<file path="src/rtl/adc_seq_pkg.sv">
`timescale 1ns/1ps
// Shared constants, register indices and helper function for the ADC
// sequencer. Assumes word-aligned 32-bit register accesses.
package adc_seq_pkg;
    localparam int ADDR_W  = 6;
    localparam int REG_W   = 32;
    localparam int RAW_W   = 12;
    localparam int LV_W    = 16;
    localparam int PRESC_W = 3;
    localparam int ITMR_W  = 16;
    localparam int STUP_W  = 5;
    localparam int POS_W   = 4;
    localparam int NEG_W   = 3;
    localparam int TRG_W   = 3;
    localparam int FLAG_W  = 6;
    localparam int CONT_CYC = 8;

    localparam logic [3:0] IDX_CTRL  = 4'd0;
    localparam logic [3:0] IDX_CFG   = 4'd1;
    localparam logic [3:0] IDX_STAT  = 4'd2;
    localparam logic [3:0] IDX_CLR   = 4'd3;
    localparam logic [3:0] IDX_SEQ   = 4'd4;
    localparam logic [3:0] IDX_TIM   = 4'd5;
    localparam logic [3:0] IDX_ITMR  = 4'd6;
    localparam logic [3:0] IDX_LAST  = 4'd7;
    localparam logic [3:0] IDX_IEN   = 4'd8;
    localparam logic [3:0] IDX_IDIS  = 4'd9;
    localparam logic [3:0] IDX_IMASK = 4'd10;

    localparam logic [TRG_W-1:0] TRG_SW   = 3'd0;
    localparam logic [TRG_W-1:0] TRG_TMR  = 3'd1;
    localparam logic [TRG_W-1:0] TRG_CONT = 3'd3;
    localparam logic [TRG_W-1:0] TRG_RISE = 3'd4;
    localparam logic [TRG_W-1:0] TRG_FALL = 3'd5;
    localparam logic [TRG_W-1:0] TRG_BOTH = 3'd6;

    localparam logic [FLAG_W-1:0] FLAG_IMPL = 6'b101111;
    localparam logic [REG_W-1:0]  SEQ_IMPL  = 32'h007F_1701;

    typedef enum logic [1:0] {SQ_IDLE, SQ_CONV, SQ_STORE} seq_state_e;

    // Place a raw sample into the 16-bit result field.
    function automatic logic [LV_W-1:0] fmt_result(input logic [RAW_W-1:0] raw,
                                                  input logic narrow, input logic left);
        logic [LV_W-1:0] r;
        if (narrow)
            r = left ? {raw[RAW_W-1 -: 8], {(LV_W-8){1'b0}}} : {{(LV_W-8){1'b0}}, raw[RAW_W-1 -: 8]};
        else
            r = left ? {raw, {(LV_W-RAW_W){1'b0}}} : {{(LV_W-RAW_W){1'b0}}, raw};
        return r;
    endfunction
endpackage

</file>
<file path="src/rtl/adc_timebase.sv">
`timescale 1ns/1ps
// Power-of-two prescaler producing the converter clock enable, plus the
// reload interval timer that counts converter clocks.
// Assumes: run is high while the block is powered; presc may change live.
module adc_timebase
    import adc_seq_pkg::*;
#(
    parameter int PW = PRESC_W,
    parameter int TW = ITMR_W
) (
    input  logic          clk,
    input  logic          rst_n,
    input  logic          run,
    input  logic [PW-1:0] presc,
    input  logic          tmr_go,
    input  logic          tmr_halt,
    input  logic [TW-1:0] tmr_max,
    output logic          adc_tick,
    output logic          tmr_run,
    output logic          tmr_tto
);
    localparam int DIV_W = (1 << PW) + 1;

    logic [DIV_W-1:0] div_cnt;
    logic [DIV_W-1:0] div_last;
    logic [TW-1:0]    t_cnt;
    logic             run_q;

    assign div_last = DIV_W'((64'd1 << (32'(presc) + 32'd2)) - 64'd1);
    assign adc_tick = run && (div_cnt >= div_last);
    assign tmr_run  = run_q;
    assign tmr_tto  = run_q && adc_tick && (t_cnt == tmr_max);

    // Prescaler count, restarted whenever the block is unpowered.
    always_ff @(posedge clk) begin
        if (!rst_n || !run)
            div_cnt <= '0;
        else if (div_cnt >= div_last)
            div_cnt <= '0;
        else
            div_cnt <= div_cnt + 1'b1;
    end

    // Interval timer: reloads to zero after reaching the maximum count.
    always_ff @(posedge clk) begin
        if (!rst_n || !run || tmr_halt) begin
            run_q <= 1'b0;
            t_cnt <= '0;
        end else if (tmr_go) begin
            run_q <= 1'b1;
            t_cnt <= '0;
        end else if (run_q && adc_tick) begin
            t_cnt <= (t_cnt == tmr_max) ? '0 : t_cnt + 1'b1;
        end
    end

    // the smallest ratio is 4, so converter ticks never come back to back
    a_r2_tick_gap: assert property (@(posedge clk) disable iff (!rst_n)
        adc_tick |=> !adc_tick);
endmodule

</file>
<file path="src/rtl/adc_trig_sel.sv">
`timescale 1ns/1ps
// Trigger source selection: software pulse, interval timer, continuous
// sequencing every CYC converter clocks, or synchronised pin edges.
// Assumes: ext_pin is asynchronous; sw_req is a one-cycle pulse.
module adc_trig_sel
    import adc_seq_pkg::*;
#(
    parameter int CYC = CONT_CYC
) (
    input  logic             clk,
    input  logic             rst_n,
    input  logic [TRG_W-1:0] src,
    input  logic             enabled,
    input  logic             flush,
    input  logic             sw_req,
    input  logic             tmr_tto,
    input  logic             adc_tick,
    input  logic             ext_pin,
    output logic             trig
);
    localparam int CW = (CYC > 1) ? $clog2(CYC) : 1;
    localparam logic [CW-1:0] C_LAST = CW'(CYC - 1);

    logic [2:0]    ext_sh;
    logic [CW-1:0] cont_cnt;
    logic          rise, fall, cont_fire, pick;

    assign rise      = ext_sh[1] & ~ext_sh[2];
    assign fall      = ~ext_sh[1] & ext_sh[2];
    assign cont_fire = adc_tick && (cont_cnt == C_LAST);

    // Two-stage synchroniser plus one history stage for edge detection.
    always_ff @(posedge clk) begin
        if (!rst_n) ext_sh <= '0;
        else        ext_sh <= {ext_sh[1:0], ext_pin};
    end

    // Continuous-mode cadence counter in converter clocks.
    always_ff @(posedge clk) begin
        if (!rst_n || !enabled || flush || src != TRG_CONT)
            cont_cnt <= '0;
        else if (adc_tick)
            cont_cnt <= (cont_cnt == C_LAST) ? '0 : cont_cnt + 1'b1;
    end

    // Source multiplexer.
    always_comb begin
        case (src)
            TRG_SW:   pick = sw_req;
            TRG_TMR:  pick = tmr_tto;
            TRG_CONT: pick = cont_fire;
            TRG_RISE: pick = rise;
            TRG_FALL: pick = fall;
            TRG_BOTH: pick = rise | fall;
            default:  pick = 1'b0;
        endcase
    end

    assign trig = enabled && !flush && pick;
endmodule

</file>
<file path="src/rtl/adc_seq_ctrl.sv">
`timescale 1ns/1ps
// ADC sequencer and trigger controller top: register file, power-up with
// startup delay, conversion sequencer, event flags and interrupt.
// Assumes: conv_done pulses one cycle, only after conv_start; writes last
// one cycle; reads are combinational on bus_addr.
module adc_seq_ctrl
    import adc_seq_pkg::*;
(
    input  logic              clk,
    input  logic              rst_n,
    input  logic              bus_wr,
    input  logic [ADDR_W-1:0] bus_addr,
    input  logic [REG_W-1:0]  bus_wdata,
    output logic [REG_W-1:0]  bus_rdata,
    input  logic              ext_trig,
    output logic              conv_start,
    output logic [POS_W-1:0]  conv_pos,
    output logic [NEG_W-1:0]  conv_neg,
    input  logic              conv_done,
    input  logic [RAW_W-1:0]  conv_data,
    output logic              irq
);
    logic [3:0]        widx;
    logic              wr_ok, ctl_wr, clr_wr;
    logic              p_rst, p_tstop, p_tstart, p_strig, p_en, p_dis;
    logic [PRESC_W-1:0] presc_q;
    logic [REG_W-1:0]  seq_q;
    logic              tim_en_q;
    logic [STUP_W-1:0] tim_val_q, stup_cnt;
    logic [ITMR_W-1:0] itmr_q;
    logic [LV_W-1:0]   lv_val_q;
    logic [POS_W-1:0]  lv_pos_q;
    logic [NEG_W-1:0]  lv_neg_q;
    logic [FLAG_W-1:0] flags_q, mask_q, flag_set, flag_clr;
    logic              en_q, stup_q, start_q;
    logic              adc_tick, tmr_run, tmr_tto, trig;
    seq_state_e        seq_q_st;

    assign widx     = bus_addr[ADDR_W-1:2];
    assign wr_ok    = bus_wr && (bus_addr[1:0] == 2'b00);
    assign ctl_wr   = wr_ok && widx == IDX_CTRL;
    assign clr_wr   = wr_ok && widx == IDX_CLR;
    assign p_rst    = ctl_wr && bus_wdata[0];
    assign p_tstop  = ctl_wr && bus_wdata[1];
    assign p_tstart = ctl_wr && bus_wdata[2];
    assign p_strig  = ctl_wr && bus_wdata[3];
    assign p_en     = ctl_wr && bus_wdata[8];
    assign p_dis    = ctl_wr && bus_wdata[9];

    adc_timebase #(.PW(PRESC_W), .TW(ITMR_W)) u_tb (
        .clk(clk), .rst_n(rst_n), .run(en_q | stup_q), .presc(presc_q),
        .tmr_go(p_tstart & en_q), .tmr_halt(p_tstop | p_rst | p_dis),
        .tmr_max(itmr_q), .adc_tick(adc_tick), .tmr_run(tmr_run), .tmr_tto(tmr_tto)
    );

    adc_trig_sel #(.CYC(CONT_CYC)) u_trig (
        .clk(clk), .rst_n(rst_n), .src(seq_q[10:8]), .enabled(en_q), .flush(p_rst),
        .sw_req(p_strig), .tmr_tto(tmr_tto), .adc_tick(adc_tick), .ext_pin(ext_trig),
        .trig(trig)
    );

    // Configuration registers; soft reset leaves them intact.
    always_ff @(posedge clk) begin
        if (!rst_n) begin
            presc_q <= '0; seq_q <= '0; tim_en_q <= 1'b0; tim_val_q <= '0;
            itmr_q <= '0; mask_q <= '0;
        end else if (wr_ok) begin
            case (widx)
                IDX_CFG:  presc_q <= bus_wdata[8 +: PRESC_W];
                IDX_SEQ:  seq_q <= bus_wdata & SEQ_IMPL;
                IDX_TIM:  begin tim_en_q <= bus_wdata[8]; tim_val_q <= bus_wdata[STUP_W-1:0]; end
                IDX_ITMR: itmr_q <= bus_wdata[ITMR_W-1:0];
                IDX_IEN:  mask_q <= mask_q | (bus_wdata[FLAG_W-1:0] & FLAG_IMPL);
                IDX_IDIS: mask_q <= mask_q & ~bus_wdata[FLAG_W-1:0];
                default:  ;
            endcase
        end
    end

    // Power-up sequencing with optional startup delay in converter clocks.
    always_ff @(posedge clk) begin
        if (!rst_n || p_dis) begin
            en_q <= 1'b0; stup_q <= 1'b0; stup_cnt <= '0;
        end else if (p_en && !en_q && !stup_q) begin
            if (tim_en_q) begin stup_q <= 1'b1; stup_cnt <= tim_val_q; end
            else          en_q <= 1'b1;
        end else if (stup_q && adc_tick) begin
            if (stup_cnt == '0) begin stup_q <= 1'b0; en_q <= 1'b1; end
            else                stup_cnt <= stup_cnt - 1'b1;
        end
    end

    // Conversion sequencer: issue start, wait for completion, store.
    always_ff @(posedge clk) begin
        if (!rst_n || p_rst || !en_q) begin
            seq_q_st <= SQ_IDLE; start_q <= 1'b0;
        end else begin
            start_q <= 1'b0;
            case (seq_q_st)
                SQ_IDLE:  if (trig) begin seq_q_st <= SQ_CONV; start_q <= 1'b1; end
                SQ_CONV:  if (conv_done) seq_q_st <= SQ_STORE;
                default:  seq_q_st <= SQ_IDLE;
            endcase
        end
    end

    // Result capture with the channel numbers in use.
    always_ff @(posedge clk) begin
        if (!rst_n) begin
            lv_val_q <= '0; lv_pos_q <= '0; lv_neg_q <= '0;
        end else if (seq_q_st == SQ_CONV && conv_done && en_q && !p_rst) begin
            lv_val_q <= fmt_result(conv_data, seq_q[12], seq_q[0]);
            lv_pos_q <= seq_q[19:16];
            lv_neg_q <= seq_q[22:20];
        end
    end

    always_comb begin
        flag_set    = '0;
        flag_set[0] = (seq_q_st == SQ_STORE);
        flag_set[1] = (seq_q_st == SQ_STORE) && flags_q[0];
        flag_set[3] = trig && (seq_q_st != SQ_IDLE);
        flag_set[5] = tmr_tto;
        flag_clr    = clr_wr ? bus_wdata[FLAG_W-1:0] : '0;
    end

    // Event flags: write-one-to-clear, a same-cycle set wins.
    always_ff @(posedge clk) begin
        if (!rst_n) flags_q <= '0;
        else        flags_q <= ((flags_q & ~flag_clr) | flag_set) & FLAG_IMPL;
    end

    // Register read multiplexer.
    always_comb begin
        bus_rdata = '0;
        case (widx)
            IDX_CFG:   bus_rdata[8 +: PRESC_W] = presc_q;
            IDX_STAT:  begin
                bus_rdata[FLAG_W-1:0] = flags_q;
                bus_rdata[24] = en_q;
                bus_rdata[25] = tmr_run;
                bus_rdata[26] = (seq_q_st != SQ_IDLE);
                bus_rdata[27] = (seq_q_st == SQ_CONV);
            end
            IDX_SEQ:   bus_rdata = seq_q;
            IDX_TIM:   begin bus_rdata[8] = tim_en_q; bus_rdata[STUP_W-1:0] = tim_val_q; end
            IDX_ITMR:  bus_rdata[ITMR_W-1:0] = itmr_q;
            IDX_LAST:  bus_rdata[22:0] = {lv_neg_q, lv_pos_q, lv_val_q};
            IDX_IMASK: bus_rdata[FLAG_W-1:0] = mask_q;
            default:   bus_rdata = '0;
        endcase
    end

    assign conv_start = start_q;
    assign conv_pos   = seq_q[19:16];
    assign conv_neg   = seq_q[22:20];
    assign irq        = |(flags_q & mask_q);

    // status enable appears only from the startup phase or a direct power-up
    a_r3_en_source: assert property (@(posedge clk) disable iff (!rst_n)
        $rose(en_q) |-> ($past(stup_q) || $past(p_en)));
    // a timeout flag only appears while the interval timer runs
    a_r4_tto_from_timer: assert property (@(posedge clk) disable iff (!rst_n)
        $rose(flags_q[5]) |-> $past(tmr_run));
    // a completion over an uncleared end-of-conversion flags overrun
    a_r9_overrun: assert property (@(posedge clk) disable iff (!rst_n)
        (seq_q_st == SQ_STORE && flags_q[0] && !(clr_wr && bus_wdata[1])) |=> flags_q[1]);
    // a trigger into a busy sequencer is recorded as missed
    a_r10_missed: assert property (@(posedge clk) disable iff (!rst_n)
        (trig && seq_q_st != SQ_IDLE && !(clr_wr && bus_wdata[3])) |=> flags_q[3]);
    // soft reset leaves the sequencer idle
    a_r13_idle_after_rst: assert property (@(posedge clk) disable iff (!rst_n)
        p_rst |=> (seq_q_st == SQ_IDLE && !conv_start));
endmodule

</file>
<file path="config.mk">
export PLATFORM = sky130hd
export DESIGN_NAME = adc_seq_ctrl
export DESIGN_NICKNAME = d
export VERILOG_FILES = /design/src/rtl/adc_seq_pkg.sv /design/src/rtl/adc_timebase.sv /design/src/rtl/adc_trig_sel.sv /design/src/rtl/adc_seq_ctrl.sv
export SDC_FILE = /design/constraint.sdc
export NUM_CORES = 1
export LEC_CHECK = 0
export ABC_AREA = 0
export BUFFER_PORTS_ARGS = -buffer_cell sky130_fd_sc_hd__buf_2
export CAP_MARGIN = 10
export CORE_MARGIN = 1
export CORE_UTILIZATION = 44
export DETAILED_ROUTE_END_ITERATION = 10
export RECOVER_POWER = 100
export REMOVE_ABC_BUFFERS = 1
export SYNTH_ARGS = -nofsm -noshare
export SYNTH_HDL_FRONTEND = slang
export SYNTH_SLANG_ARGS = --single-unit
</file>
<file path="constraint.sdc">
create_clock -name clk -period 5.54 [get_ports clk]
set_input_delay 0.554 -clock clk [delete_from_list [all_inputs] [get_ports clk]]
set_output_delay 0.554 -clock clk [all_outputs]
set_load 0.02 [all_outputs]
</file>
==> results.toml <==
[status]
outcome = "complete, but fails checks"
violations = "capacitance limit, slew limit"

[cells_and_area]
area_growth_syn_to_layout_pct = 16.2
antenna_cells = 0
layout_common_cells = "dfxtp_1, nand2_1, nor2_1"
nets = 867
nFillCells = 1315
final_layout_size_suffix_gt1_share_pct = 11.1
final_common_cell = "dfxtp_1"
ff_latch_area_um2 = 2260
final_core_util_pct = 52.7
multi_input_area_um2 = 3410

[floorplanning]
rows = 42
dieArea_um2 = 14200
core_area_um2 = 13300
die_height_um = 119
initial_core_util_pct = 45.3
io_pins = 96
die_w_um = 119

[sta]
tightest_slew_ns = 3.22
finalHoldViolations = 0
post-route-min-period_ns = 4.46
fin_crit_sh_pct = 80.5
finalMaxSlewViolations = 81
rsz0062_at_grt = "false"
timing.hold.ws_ns = 0.346
slew_headroom_pct = -114
setup_viol = 0
achievable-frequency_mhz = 224
finalSetupTns_ns = 0
finalClockSkew_ns = 0.00730

[grt]
grt_pass1_vias = 5242
track_usage_pct = 24.4
antenna_found_initial = 0
grt_overflow_total = 0
grt_pass1_wl_um = 27100
grt_max_degree = 69

[route]
drt_pass1_iterations = 5
wirelength_um = 16700
drc = 0
wl_per_cell_um = 17.1
drtIter0Drc = 350
ant_nets = 0
viasPerCell = 5.55
num_vias = 5420

[clocking]
cts_max_level = 4
cts_tree = "done"
clk_path_buf_depth = 2
postCtsHoldBufs = 0
clkLatencyLatePin_ns = 0.42
cts-root-buf = "clkbuf_16"
cts-resized-gates = 0
post-cts-setup-buffer-count = 0
cts_buffers = 17
cts_sinks = 113
clk_pin_slew_worst_paths_ns = 0.05

[synthesis]
syn_area_um2 = 6050
ys.flop_type = "dfxtp_1"
synth_edf_count = 0
avgSynthCellArea_um2 = 8.26
synth_cells = 733
yosysUniqueCellTypes = 54
ys_ff_latch = 113
synthArstFlopShare_pct = 0
synth_warnings = 0
seq_area_frac_synth_pct = 37.4

[worst_setup_path]
crit_end = "lv_val_q[3]"
startpoint_type = "primary input"
cp_data_arrival_time_ns = 4.62
cp_max_fo = 23
r2r_setup_slack_ns = 1.20
ff2ff_path_depth = 16
crit_start = "bus_addr[3]"
critPathCaptureType = "register"
reg2reg_to = "stup_cnt[4]"
path_class = "primary input to register"
worstPathRequired_ns = 5.69
r2r-start = "presc_q[1]"

[pwr]
leakage_uw = 0.00255
ir_worst_vdd_mv = 0.216
power.density_nw_per_um2 = 306

[hold_path]
min_path_type = "primary input to register"

[place]
numPortBuffers = 81
place_congestion = 0.894
place_hpwl_um = 12100

[job]
maxCapViolations = 2
## per-layer routing
layer / up-vias / global-route usage [%] / wire length, µm
met3: 29 / 5.08 / 735
met1: 2541 / 30.0 / 7430
met4: 0 / 11.7 / 429
met2: 155 / 40.6 / 8060
li1: 2695 / - / -
met5: - / 0 / 0
## where the power goes
part | internal, µW | switching [µW]
Clock | 870 | 380
Combinational | 24.1 | 57.6
Sequential | 816 | 2.45
## registers in the layout, indices dropped and copies added (netlist names), 4 cells and up, named ones only
register,cells
lv_pos_q,4
lv_val_q,16
flags_q,5
u_tb.t_cnt,16
u_tb.div_cnt,9
tim_val_q,5
stup_cnt,5
seq_q,12
itmr_q,16
## logic make-up (layout without fill, tap and decap cells)
kind of cell,Yosys count,in the layout,synth area share (%)
adders and majority gates,24,24,4.96
xor gates and xnor gates,42,42,6.08
AOI/OAI and AO/OA,149,149,16.7
other,1,5,0.0620
buffers and inverters,72,136,6.00
DFF,113,113,37.4
muxes,24,24,3.99
and+or+nand+nor,308,308,24.9
## worst min path at each step
stage                           from                to  depth (start not counted)
global placement    u_trig.ext_sh[0]  u_trig.ext_sh[1]                          1
floorplan                  mask_q[4]         mask_q[4]                          2
finish                      ext_trig  u_trig.ext_sh[0]                          2
detailed placement         mask_q[4]         mask_q[4]                          2
CTS                         ext_trig  u_trig.ext_sh[0]                          2
global route                ext_trig  u_trig.ext_sh[0]                          2
## per-stage QoR
| stage | total power, µW | setup WS, ns | std cells | instance area [µm²] |
|---|---|---|---|---|
| detailed placement | 918 | 1.65 | 945 | 6450 |
| global placement | 916 | 1.82 | 945 | 6450 |
| global route | 2200 | 0.708 | 977 | 7030 |
| CTS | 2160 | 1.65 | 977 | 7130 |
| finish | 2150 | 1.08 | 977 | 7030 |
| floorplan | 870 | 1.25 | 683 | 5770 |
## Yosys cell counts, types with 13 or more instances
master	instances	area [µm²]
nor2_1	82	308
clkbuf_1	33	124
a22o_1	21	184
nand3_1	21	105
nor3_1	22	110
and3_1	13	81.3
ha_1	24	300
a21oi_1	66	330
mux2i_1	23	230
nand2_1	95	357
dfxtp_1	113	2260
inv_1	18	67.6
xnor2_1	36	315
nor2b_1	14	87.6
## worst max-delay path, cell delays in order
cell	delay [ns]
clkbuf_1	0.40
or4b_1	0.72
nor4_1	1.67
nand2_1	0.25
nand3_1	0.73
or3_1	0.22
a21oi_1	0.06
## cell type report
cell class / count / area share, %
inverter: 18 / 0.961
sequential: 113 / 32.2
clock buffer: 24 / 7.28
clock inverter: 8 / 2.44
multi-input combinational: 552 / 48.5
tap: 176 / 3.13
timing repair buffer: 86 / 5.48
Note: power is estimated with default switching activity, not from simulation.
